`src/rtl/sram_ctrl_pkg.sv`:
```
package sram_ctrl_pkg;

   typedef enum logic [2:0] {
      ST_IDLE,
      ST_READ,
      ST_WPULSE,
      ST_WTAIL,
      ST_TURN,
      ST_RETAIN,
      ST_RECOVER
   } ctrl_state_e;

   // registered strobe set driven to the memory pins
   typedef struct packed {
      logic ce_n;
      logic oe_n;
      logic we_n;
      logic drive;
   } pin_ctl_t;

   localparam pin_ctl_t PIN_IDLE  = '{ce_n: 1'b1, oe_n: 1'b1, we_n: 1'b1, drive: 1'b0};
   localparam pin_ctl_t PIN_READ  = '{ce_n: 1'b0, oe_n: 1'b0, we_n: 1'b1, drive: 1'b0};
   localparam pin_ctl_t PIN_WLOW  = '{ce_n: 1'b0, oe_n: 1'b1, we_n: 1'b0, drive: 1'b1};
   localparam pin_ctl_t PIN_WHOLD = '{ce_n: 1'b0, oe_n: 1'b1, we_n: 1'b1, drive: 1'b1};

   function automatic int unsigned ns_to_cyc(input int unsigned ns, input int unsigned clk_ns);
      return (ns + clk_ns - 1) / clk_ns;
   endfunction

   function automatic int unsigned umax(input int unsigned a, input int unsigned b);
      return (a > b) ? a : b;
   endfunction

endpackage

```
`src/rtl/sram_ctrl_timer.sv`:
```
module sram_ctrl_timer #(
   parameter int unsigned CNT_W = 8
) (
   input  logic             clk,
   input  logic             rst_n,
   input  logic             load,
   input  logic [CNT_W-1:0] load_val,
   output logic             expired
);

   logic [CNT_W-1:0] cnt_q;

   always_ff @(posedge clk or negedge rst_n) begin
      if (!rst_n) begin
         cnt_q <= '0;
      end else if (load) begin
         cnt_q <= load_val;
      end else if (cnt_q != '0) begin
         cnt_q <= cnt_q - 1'b1;
      end
   end

   assign expired = (cnt_q == '0);

endmodule

```
`src/rtl/sram_ctrl_seq.sv`:
```
module sram_ctrl_seq
   import sram_ctrl_pkg::*;
#(
   parameter int unsigned CNT_W    = 8,
   parameter int unsigned RD_CYC   = 5,
   parameter int unsigned WP_CYC   = 4,
   parameter int unsigned WT_CYC   = 1,
   parameter int unsigned TURN_CYC = 2,
   parameter int unsigned REC_CYC  = 10
) (
   input  logic             clk,
   input  logic             rst_n,
   input  logic             req_valid,
   input  logic             req_write,
   input  logic             retain,
   input  logic             t_expired,
   output logic             t_load,
   output logic [CNT_W-1:0] t_load_val,
   output logic             req_ready,
   output logic             accept,
   output logic             capture,
   output pin_ctl_t         ctl_nxt
);

   localparam logic [CNT_W-1:0] RD_LD   = CNT_W'(RD_CYC - 1);
   localparam logic [CNT_W-1:0] WP_LD   = CNT_W'(WP_CYC - 1);
   localparam logic [CNT_W-1:0] WT_LD   = CNT_W'(WT_CYC - 1);
   localparam logic [CNT_W-1:0] TURN_LD = CNT_W'(TURN_CYC - 1);
   localparam logic [CNT_W-1:0] REC_LD  = CNT_W'(REC_CYC - 1);

   ctrl_state_e state_q, state_d;

   always_ff @(posedge clk or negedge rst_n) begin
      if (!rst_n) state_q <= ST_IDLE;
      else        state_q <= state_d;
   end

   assign req_ready = (state_q == ST_IDLE) && !retain;

   always_comb begin
      state_d    = state_q;
      t_load     = 1'b0;
      t_load_val = '0;
      accept     = 1'b0;
      capture    = 1'b0;
      unique case (state_q)
         ST_IDLE: begin
            if (retain) begin
               state_d = ST_RETAIN;
            end else if (req_valid) begin
               accept = 1'b1;
               t_load = 1'b1;
               if (req_write) begin
                  state_d    = ST_WPULSE;
                  t_load_val = WP_LD;
               end else begin
                  state_d    = ST_READ;
                  t_load_val = RD_LD;
               end
            end
         end
         ST_READ: begin
            if (t_expired) begin
               capture    = 1'b1;
               state_d    = ST_TURN;
               t_load     = 1'b1;
               t_load_val = TURN_LD;
            end
         end
         ST_WPULSE: begin
            if (t_expired) begin
               state_d    = ST_WTAIL;
               t_load     = 1'b1;
               t_load_val = WT_LD;
            end
         end
         ST_WTAIL, ST_TURN: begin
            if (t_expired) state_d = ST_IDLE;
         end
         ST_RETAIN: begin
            if (!retain) begin
               state_d    = ST_RECOVER;
               t_load     = 1'b1;
               t_load_val = REC_LD;
            end
         end
         ST_RECOVER: begin
            if (retain)         state_d = ST_RETAIN;
            else if (t_expired) state_d = ST_IDLE;
         end
         default: state_d = ST_IDLE;
      endcase
   end

   // pin levels follow the state being entered, so they leave a flop
   always_comb begin
      unique case (state_d)
         ST_READ:   ctl_nxt = PIN_READ;
         ST_WPULSE: ctl_nxt = PIN_WLOW;
         ST_WTAIL:  ctl_nxt = PIN_WHOLD;
         default:   ctl_nxt = PIN_IDLE;
      endcase
   end

   // a lockout state never hands out a grant
   assert_lockout_no_grant_R9: assert property (@(posedge clk) disable iff (!rst_n)
      (state_q == ST_RETAIN || state_q == ST_RECOVER) |-> !req_ready);

endmodule

```
`src/rtl/sram_ctrl_pins.sv`:
```
module sram_ctrl_pins
   import sram_ctrl_pkg::*;
#(
   parameter int unsigned ADDR_W         = 15,
   parameter int unsigned DATA_W         = 8,
   parameter bit          RESET_DATAPATH = 1'b1
) (
   input  logic              clk,
   input  logic              rst_n,
   input  logic              accept,
   input  logic [ADDR_W-1:0] req_addr,
   input  logic [DATA_W-1:0] req_wdata,
   input  pin_ctl_t          ctl_nxt,
   input  logic              capture,
   input  logic [DATA_W-1:0] mem_dq_i,
   output logic [ADDR_W-1:0] mem_addr,
   output logic [DATA_W-1:0] mem_dq_o,
   output pin_ctl_t          ctl_q,
   output logic [DATA_W-1:0] rd_data,
   output logic              rd_valid
);

   always_ff @(posedge clk or negedge rst_n) begin
      if (!rst_n) begin
         ctl_q    <= PIN_IDLE;
         rd_valid <= 1'b0;
      end else begin
         ctl_q    <= ctl_nxt;
         rd_valid <= capture;
      end
   end

   generate
      if (RESET_DATAPATH) begin : g_dp_rst
         always_ff @(posedge clk or negedge rst_n) begin
            if (!rst_n) begin
               mem_addr <= '0;
               mem_dq_o <= '0;
               rd_data  <= '0;
            end else begin
               if (accept) begin
                  mem_addr <= req_addr;
                  mem_dq_o <= req_wdata;
               end
               if (capture) rd_data <= mem_dq_i;
            end
         end
      end else begin : g_dp_norst
         always_ff @(posedge clk) begin
            if (accept) begin
               mem_addr <= req_addr;
               mem_dq_o <= req_wdata;
            end
            if (capture) rd_data <= mem_dq_i;
         end
      end
   endgenerate

   // read data is presented for a single cycle
   assert_rdvalid_single_R3: assert property (@(posedge clk) disable iff (!rst_n)
      rd_valid |=> !rd_valid);

endmodule

```
`src/rtl/sram_async_ctrl.sv`:
```
module sram_async_ctrl
   import sram_ctrl_pkg::*;
#(
   parameter int unsigned ADDR_W         = 15,
   parameter int unsigned DATA_W         = 8,
   parameter int unsigned CLK_NS         = 20,
   parameter int unsigned T_RC_NS        = 100,
   parameter int unsigned T_AA_NS        = 100,
   parameter int unsigned T_OE_NS        = 50,
   parameter int unsigned T_WC_NS        = 100,
   parameter int unsigned T_WP_NS        = 60,
   parameter int unsigned T_DW_NS        = 35,
   parameter int unsigned T_AW_NS        = 80,
   parameter int unsigned T_OHZ_NS       = 40,
   parameter int unsigned T_REC_NS       = 5_000_000,
   parameter bit          RESET_DATAPATH = 1'b1
) (
   input  logic              clk,
   input  logic              rst_n,
   input  logic              req_valid,
   input  logic              req_write,
   input  logic [ADDR_W-1:0] req_addr,
   input  logic [DATA_W-1:0] req_wdata,
   output logic              req_ready,
   output logic              rd_valid,
   output logic [DATA_W-1:0] rd_data,
   input  logic              retain,
   output logic [ADDR_W-1:0] mem_addr,
   output logic [DATA_W-1:0] mem_dq_o,
   output logic              mem_dq_oe,
   input  logic [DATA_W-1:0] mem_dq_i,
   output logic              mem_ce_n,
   output logic              mem_oe_n,
   output logic              mem_we_n
);

   localparam int unsigned RD_CYC = umax(umax(ns_to_cyc(T_RC_NS, CLK_NS), ns_to_cyc(T_AA_NS, CLK_NS)),
                                         umax(ns_to_cyc(T_OE_NS, CLK_NS), 1));
   localparam int unsigned WP_CYC = umax(umax(ns_to_cyc(T_WP_NS, CLK_NS), ns_to_cyc(T_DW_NS, CLK_NS)),
                                         umax(ns_to_cyc(T_AW_NS, CLK_NS), 1));
   localparam int unsigned WC_CYC   = umax(ns_to_cyc(T_WC_NS, CLK_NS), WP_CYC + 1);
   localparam int unsigned WT_CYC   = WC_CYC - WP_CYC;
   localparam int unsigned TURN_CYC = umax(ns_to_cyc(T_OHZ_NS, CLK_NS), 1);
   localparam int unsigned REC_CYC  = umax(ns_to_cyc(T_REC_NS, CLK_NS), 1);
   localparam int unsigned MAX_CYC  = umax(umax(RD_CYC, WC_CYC), umax(TURN_CYC, REC_CYC));
   localparam int unsigned CNT_W    = umax($clog2(MAX_CYC + 1), 1);

   initial begin
      assert (CLK_NS > 0) else $error("clock period must be non-zero");
      assert (ADDR_W > 0 && ADDR_W <= 32) else $error("address width out of range");
      assert (DATA_W > 0) else $error("data width must be non-zero");
      assert (WT_CYC >= 1) else $error("write tail must last at least one cycle");
   end

   logic             t_load, t_expired, accept, capture;
   logic [CNT_W-1:0] t_load_val;
   pin_ctl_t         ctl_nxt, ctl_q;

   sram_ctrl_timer #(.CNT_W(CNT_W)) timer_i (
      .clk      (clk),
      .rst_n    (rst_n),
      .load     (t_load),
      .load_val (t_load_val),
      .expired  (t_expired)
   );

   sram_ctrl_seq #(
      .CNT_W    (CNT_W),
      .RD_CYC   (RD_CYC),
      .WP_CYC   (WP_CYC),
      .WT_CYC   (WT_CYC),
      .TURN_CYC (TURN_CYC),
      .REC_CYC  (REC_CYC)
   ) seq_i (
      .clk        (clk),
      .rst_n      (rst_n),
      .req_valid  (req_valid),
      .req_write  (req_write),
      .retain     (retain),
      .t_expired  (t_expired),
      .t_load     (t_load),
      .t_load_val (t_load_val),
      .req_ready  (req_ready),
      .accept     (accept),
      .capture    (capture),
      .ctl_nxt    (ctl_nxt)
   );

   sram_ctrl_pins #(
      .ADDR_W         (ADDR_W),
      .DATA_W         (DATA_W),
      .RESET_DATAPATH (RESET_DATAPATH)
   ) pins_i (
      .clk       (clk),
      .rst_n     (rst_n),
      .accept    (accept),
      .req_addr  (req_addr),
      .req_wdata (req_wdata),
      .ctl_nxt   (ctl_nxt),
      .capture   (capture),
      .mem_dq_i  (mem_dq_i),
      .mem_addr  (mem_addr),
      .mem_dq_o  (mem_dq_o),
      .ctl_q     (ctl_q),
      .rd_data   (rd_data),
      .rd_valid  (rd_valid)
   );

   assign mem_ce_n  = ctl_q.ce_n;
   assign mem_oe_n  = ctl_q.oe_n;
   assign mem_we_n  = ctl_q.we_n;
   assign mem_dq_oe = ctl_q.drive;

   // a write strobe always comes with select, output disabled and data driven
   assert_write_shape_R4: assert property (@(posedge clk) disable iff (!rst_n)
      !mem_we_n |-> (!mem_ce_n && mem_oe_n && mem_dq_oe));

   // the bus is never driven while the memory outputs are enabled
   assert_read_released_R2: assert property (@(posedge clk) disable iff (!rst_n)
      !mem_oe_n |-> !mem_dq_oe);

   // address stays put for as long as the chip stays selected
   assert_addr_held_R5: assert property (@(posedge clk) disable iff (!rst_n)
      (!mem_ce_n && $past(!mem_ce_n)) |-> $stable(mem_addr));

   // no drive in the cycle after the output enable is removed
   assert_turn_gap_R6: assert property (@(posedge clk) disable iff (!rst_n)
      (mem_oe_n && $past(!mem_oe_n)) |-> (!mem_dq_oe && mem_ce_n));

   // a selected memory means the host is held off
   assert_busy_not_ready_R7: assert property (@(posedge clk) disable iff (!rst_n)
      !mem_ce_n |-> !req_ready);

   // retention keeps an already deselected memory deselected
   assert_retain_deselect_R8: assert property (@(posedge clk) disable iff (!rst_n)
      (retain && $past(retain) && $past(mem_ce_n)) |-> mem_ce_n);

endmodule

```
`config.mk`:
```
export PLATFORM = sky130hd
export DESIGN_NAME = sram_async_ctrl
export DESIGN_NICKNAME = d
export VERILOG_FILES = /design/src/rtl/sram_ctrl_pkg.sv /design/src/rtl/sram_ctrl_timer.sv /design/src/rtl/sram_ctrl_seq.sv /design/src/rtl/sram_ctrl_pins.sv /design/src/rtl/sram_async_ctrl.sv
export SDC_FILE = /design/constraint.sdc
export NUM_CORES = 1
export LEC_CHECK = 0
export ABC_AREA = 1
export CORE_ASPECT_RATIO = 0.6
export CORE_MARGIN = 1.5
export CORE_UTILIZATION = 52
export CTS_CLUSTER_DIAMETER = 120
export DETAILED_ROUTE_END_ITERATION = 8
export PLACE_DENSITY = 0.85
export SLEW_MARGIN = 20
export SYNTH_ARGS = -nofsm -noshare
export SYNTH_HDL_FRONTEND = slang
export SYNTH_SLANG_ARGS = --single-unit
```
`constraint.sdc`:
```
create_clock -name clk -period 3.7 [get_ports clk]
set_clock_uncertainty 0.2 [all_clocks]
set_input_delay 0.74 -clock clk [delete_from_list [all_inputs] [get_ports clk]]
set_output_delay 0.74 -clock clk [all_outputs]
set_load 0.1 [all_outputs]
```
# After elaboration in Yosys (flattened, before gate mapping)
# Index checks and enable logic that the tools add are counted.
# op_classes
addsub,1
mul,0
div,0
magnitude_cmp,0
eq_ne,9
shifts,0
n_mux,25
bitwise_logic,0
reduce_logical,8
# ops
cell,count
$mux 18,5
$pmux 18 s3,1
$mux 3,8
$logic_not 18->1,1
$pmux 3 s6,1
$reduce_bool 18->1,1
$sub 18x1->18 const B,1
$eq 3x2->1 const B,4
$pmux 4 s3,1
$eq 3x3->1 const B,3
$mux 1,7
$eq 3x1->1 const B,2
$reduce_or 2->1,2
$logic_not 3->1,1
$pmux 1 s3,1
$mux 2,1
$reduce_bool 2->1,1
$logic_and 1x1->1,1
$logic_not 1->1,1
# totals
reg_bits,57
latch_bits,0
mem_bits_rw,0
mem_bits_ro,0
out_inout_bits,37
word_cells,53
n_memories,0

# Logic depth before layout (Yosys ltp)
# depth
depth_word,6
ltp_mapped,12
depth_no_buf,11

# By module
# Synthesis repeated with hierarchy kept, for this count alone.
# unflattened
cells_unflattened,391
area_unflattened_um2,3081.7
# by_module_without_submodules
mod,n_inst,cells_each,area_per_inst_um2,seq_area_each_um2
sram_ctrl_pins,1,136,1303.8,904.6
sram_ctrl_timer,1,180,1239.9,450.4
sram_ctrl_seq,1,75,538.0,75.1

# Least setup slack after synthesis
# OpenSTA, ideal clock, no wires.
# synth_path
path_kind,input -> register
from,input retain
to,register pins_i.mem_addr[12]
setup_ns,0.120
arrival_time_ns,1.923
required_time_ns,3.380
setup_slack_ns,1.458
cell_stages,6
cell_sequence,nor2_4 -> nand2_2 -> buf_2 -> buf_2 -> nand2_1 -> nand2_1
# synth_between
elab_chain_len,2
# synth_rtl
item,line,source
"start, declared",sram_async_ctrl.sv:27,"input logic retain,"
$mux 1,sram_ctrl_seq.sv:48,if (retain) begin
$mux 1,sram_ctrl_seq.sv:46,unique case (state_q)
"end signal, assigned",sram_ctrl_pins.sv:42,mem_addr <= req_addr;
"end, declared",sram_ctrl_pins.sv:16,"output logic [ADDR_W-1:0] mem_addr,"
# No other way between the ends.
# A chain may end at the register's enable or synchronous reset.

# Worst setup path after layout
# layout_path
from,input retain
to,output req_ready
# layout_between
elab_chain_len,2
# layout_rtl
item,line,source
$logic_not 1->1,sram_ctrl_seq.sv:38,assign req_ready = (state_q == ST_IDLE) && !retain;
$logic_and 1x1->1,sram_ctrl_seq.sv:38,
"end, declared",sram_async_ctrl.sv:24,"output logic req_ready,"
# No other way between the ends.

==> reports/metrics.csv <==
metric,value,unit
dp_hpwl,4.90,mm
synth_ff_type,dfrtp_1,
fin_crit_sh,76.1,%
die_width,96.4,um
path_clk_slew,0.07,ns
worst_pin_slew,1.01,ns
antenna_found_initial,0,
ys_seq_elements,57,
gp_congestion,0.886,
ant_nets,0,
yosys_warnings,0,
cp-end-kind,output pin,
peakVddDrop,0.853,mV
diodes,0,
wl_met1,3.21,mm
routed.top_layer,met4,
synth_cells,332,
synth_top_cell_area_share,49.6,%
drv_slew,0,
cts_hold_buf,0,
clkPwrFrac,16.4,%
cts_tree,done,
critPathCapture,req_ready,
core_area,5050,um^2
rsz0062_at_grt,false,
critical_path_class,in -> out,
wl_per_cell,14.7,um
hp-class,in -> async,
yosys.area.top_type,dfrtp_1,
area_delta_synth_final,35.4,%
r2r-start,timer_i.cnt_q[0]$_DFFE_PN0P_,
numClockSinks,57,
clk_path_buf_depth,2,
drv_cap,0,
h-tree-depth,3,
relSlewSlack,32.5,%
p_switching,0.00212,W
avgSynthCellArea,8.20,um^2
root_buffer,clkbuf_8,
cellPowerDensity,1070,nW/um^2
grt_pass1_wl,11.4,mm
grt_use_total,27.6,%
totalWireLength,7.09,mm
post_cts_buffers,0,
synthTopCellsByArea,"dfrtp_1 50%, nand2_1 19%, nor2_1 5.1%, dfstp_2 2.9%, inv_1 2.1%",
drc,0,
netlist_area,2720,um^2
rows,20,
grt_max_degree,41,
ys_seq_area_share,52.5,%
internal_power,0.00181,W
reg2reg_depth,12,
worstPathArrival,1.88,ns
start_util,53.9,%
io_buffer_count,72,
numCtsBuffers,9,
final.setup.worst_slack,0.885,ns
power_leakage,1.79,nW
switching_share,53.9,%
cts_resized,0,
async_flop_share,100,%
ys_types,35,
grt_pass1_vias,2397,
status,"complete, no violations",
startpoint,retain,
dr.pass1.iters,5,
finalPower,0.00394,W
p_comb_share,56.2,%
path_max_fanout,7,
ios,73,
reg2reg_to,pins_i.ctl_q[0]$_DFF_PN0_,
p_seq_share,27.3,%
clk_latency,0.34,ns
synth_common_cells,"136 x nand2_1, 54 x dfrtp_1, 37 x nor2_1",
place_ws,0.895,ns
yosysMostFrequentCell,nand2_1,
grt.overflow.total,0,
vias,2471,
cp-start-kind,input pin,
reg2reg_slack,1.25,ns
wl_met3,763,um
drive_gt1_share,13.5,%
die_area,5700,um^2
drt_iter0_markers,148,
setup_viol,0,
fmax,355,MHz
hold_viol_final,0,
required,2.76,ns
tns,0,ns
fin_nets,447,
synth_edf_count,0,
fill_cells,365,
syn-num-nets,369,
utilization,73.0,%
wl_met2,3.07,mm
vias_per_cell,5.14,
die_height,59.1,um
fin_crit,2.82,ns
==> state kept, by name (all words and copies together), names as in the netlist <==
register and cells:
seq_i.state_q 3, timer_i.cnt_q 18, pins_i.ctl_q 4, pins_i.mem_addr 15, pins_i.mem_dq_o 8, pins_i.rd_data 8
pins_i.rd_valid 1
==> layer usage <==
layer,vias up,track usage (%)
met5,-,0
met2,119,38.6
met4,0,6.42
met3,4,14.0
li1,1197,-
met1,1151,38.4
==> stage by stage <==
step           hold slack (ns)  cell area (um^2)  instances
6_report                 0.123              3690        481
2_1_floorplan            0.244              2720        332
3_5_place_dp             0.259              3470        465
4_1_cts                  0.138              3690        481
3_3_place_gp             0.253              3470        465
5_1_grt                  0.149              3690        481
==> critical path, stage by stage <==
cell and delay (ns):
clkdlybuf4s50_1 0.58, nor2_4 0.23, buf_4 0.31
==> power by group through the flow <==
stage / clock (W) / sequential, W / combinational (W)
floorplan: 0 / 0.00205 / 0.000705
global placement: 0 / 0.00107 / 0.00215
detailed placement: 0 / 0.00107 / 0.00220
CTS: 0.000655 / 0.00107 / 0.00221
global route: 0.000691 / 0.00110 / 0.00235
finish: 0.000646 / 0.00108 / 0.00221
==> how the worst min path moves through the flow <==
stage / from / to / slack [ns] / cells past startpoint
floorplan: rst_n / pins_i.ctl_q[0]$_DFF_PN0_ / 0.24 / 0
global route: rst_n / timer_i.cnt_q[8]$_DFFE_PN0P_ / 0.15 / 1
detailed placement: pins_i.rd_data[0]$_DFFE_PN0P_ / pins_i.rd_data[0]$_DFFE_PN0P_ / 0.26 / 2
global placement: pins_i.rd_data[7]$_DFFE_PN0P_ / pins_i.rd_data[7]$_DFFE_PN0P_ / 0.25 / 2
finish: rst_n / timer_i.cnt_q[17]$_DFFE_PN0P_ / 0.12 / 1
CTS: rst_n / timer_i.cnt_q[8]$_DFFE_PN0P_ / 0.14 / 1
==> final cells by class <==
| type | instances | area [um^2] | area share, % |
|---|---|---|---|
| well taps | 66 | 82.6 | 2.24 |
| repair buffers | 75 | 716 | 19.4 |
| flip-flops and latches | 57 | 1430 | 38.8 |
| clock buffers | 10 | 128 | 3.46 |
| clock inverters | 6 | 92.6 | 2.51 |
| multi-input cells | 245 | 1150 | 31.3 |
| inverters | 22 | 86.3 | 2.34 |
==> cells in the final DEF, fill, tap and decap left out, types with 4 or more instances in the layout <==
cell,synthesis,layout
nand2_1,136,136
clkdlybuf4s50_1,0,62
dfrtp_1,54,54
nor2_1,37,37
inv_1,15,15
buf_4,1,12
nand3_1,9,9
nor3_1,9,9
clkbuf_8,0,9
nand2_2,6,6
a31oi_1,6,6
xnor2_1,6,6
xor2_1,5,5
nand3_2,4,4
nor2_2,4,4
o21ai_0,4,4
==> kinds of logic after synthesis <==
kind of cell | after synthesis | synth area share (%)
flip-flops | 57 | 52.5
buffers and inverters | 30 | 5.14
XOR/XNOR | 11 | 3.54
AND/OR/NAND/NOR | 214 | 34.1
adder cells (fa/ha/maj) | 1 | 0.459
AO/OA/AOI/OAI | 19 | 4.27
No activity file was read; power rests on OpenSTA's default activity.
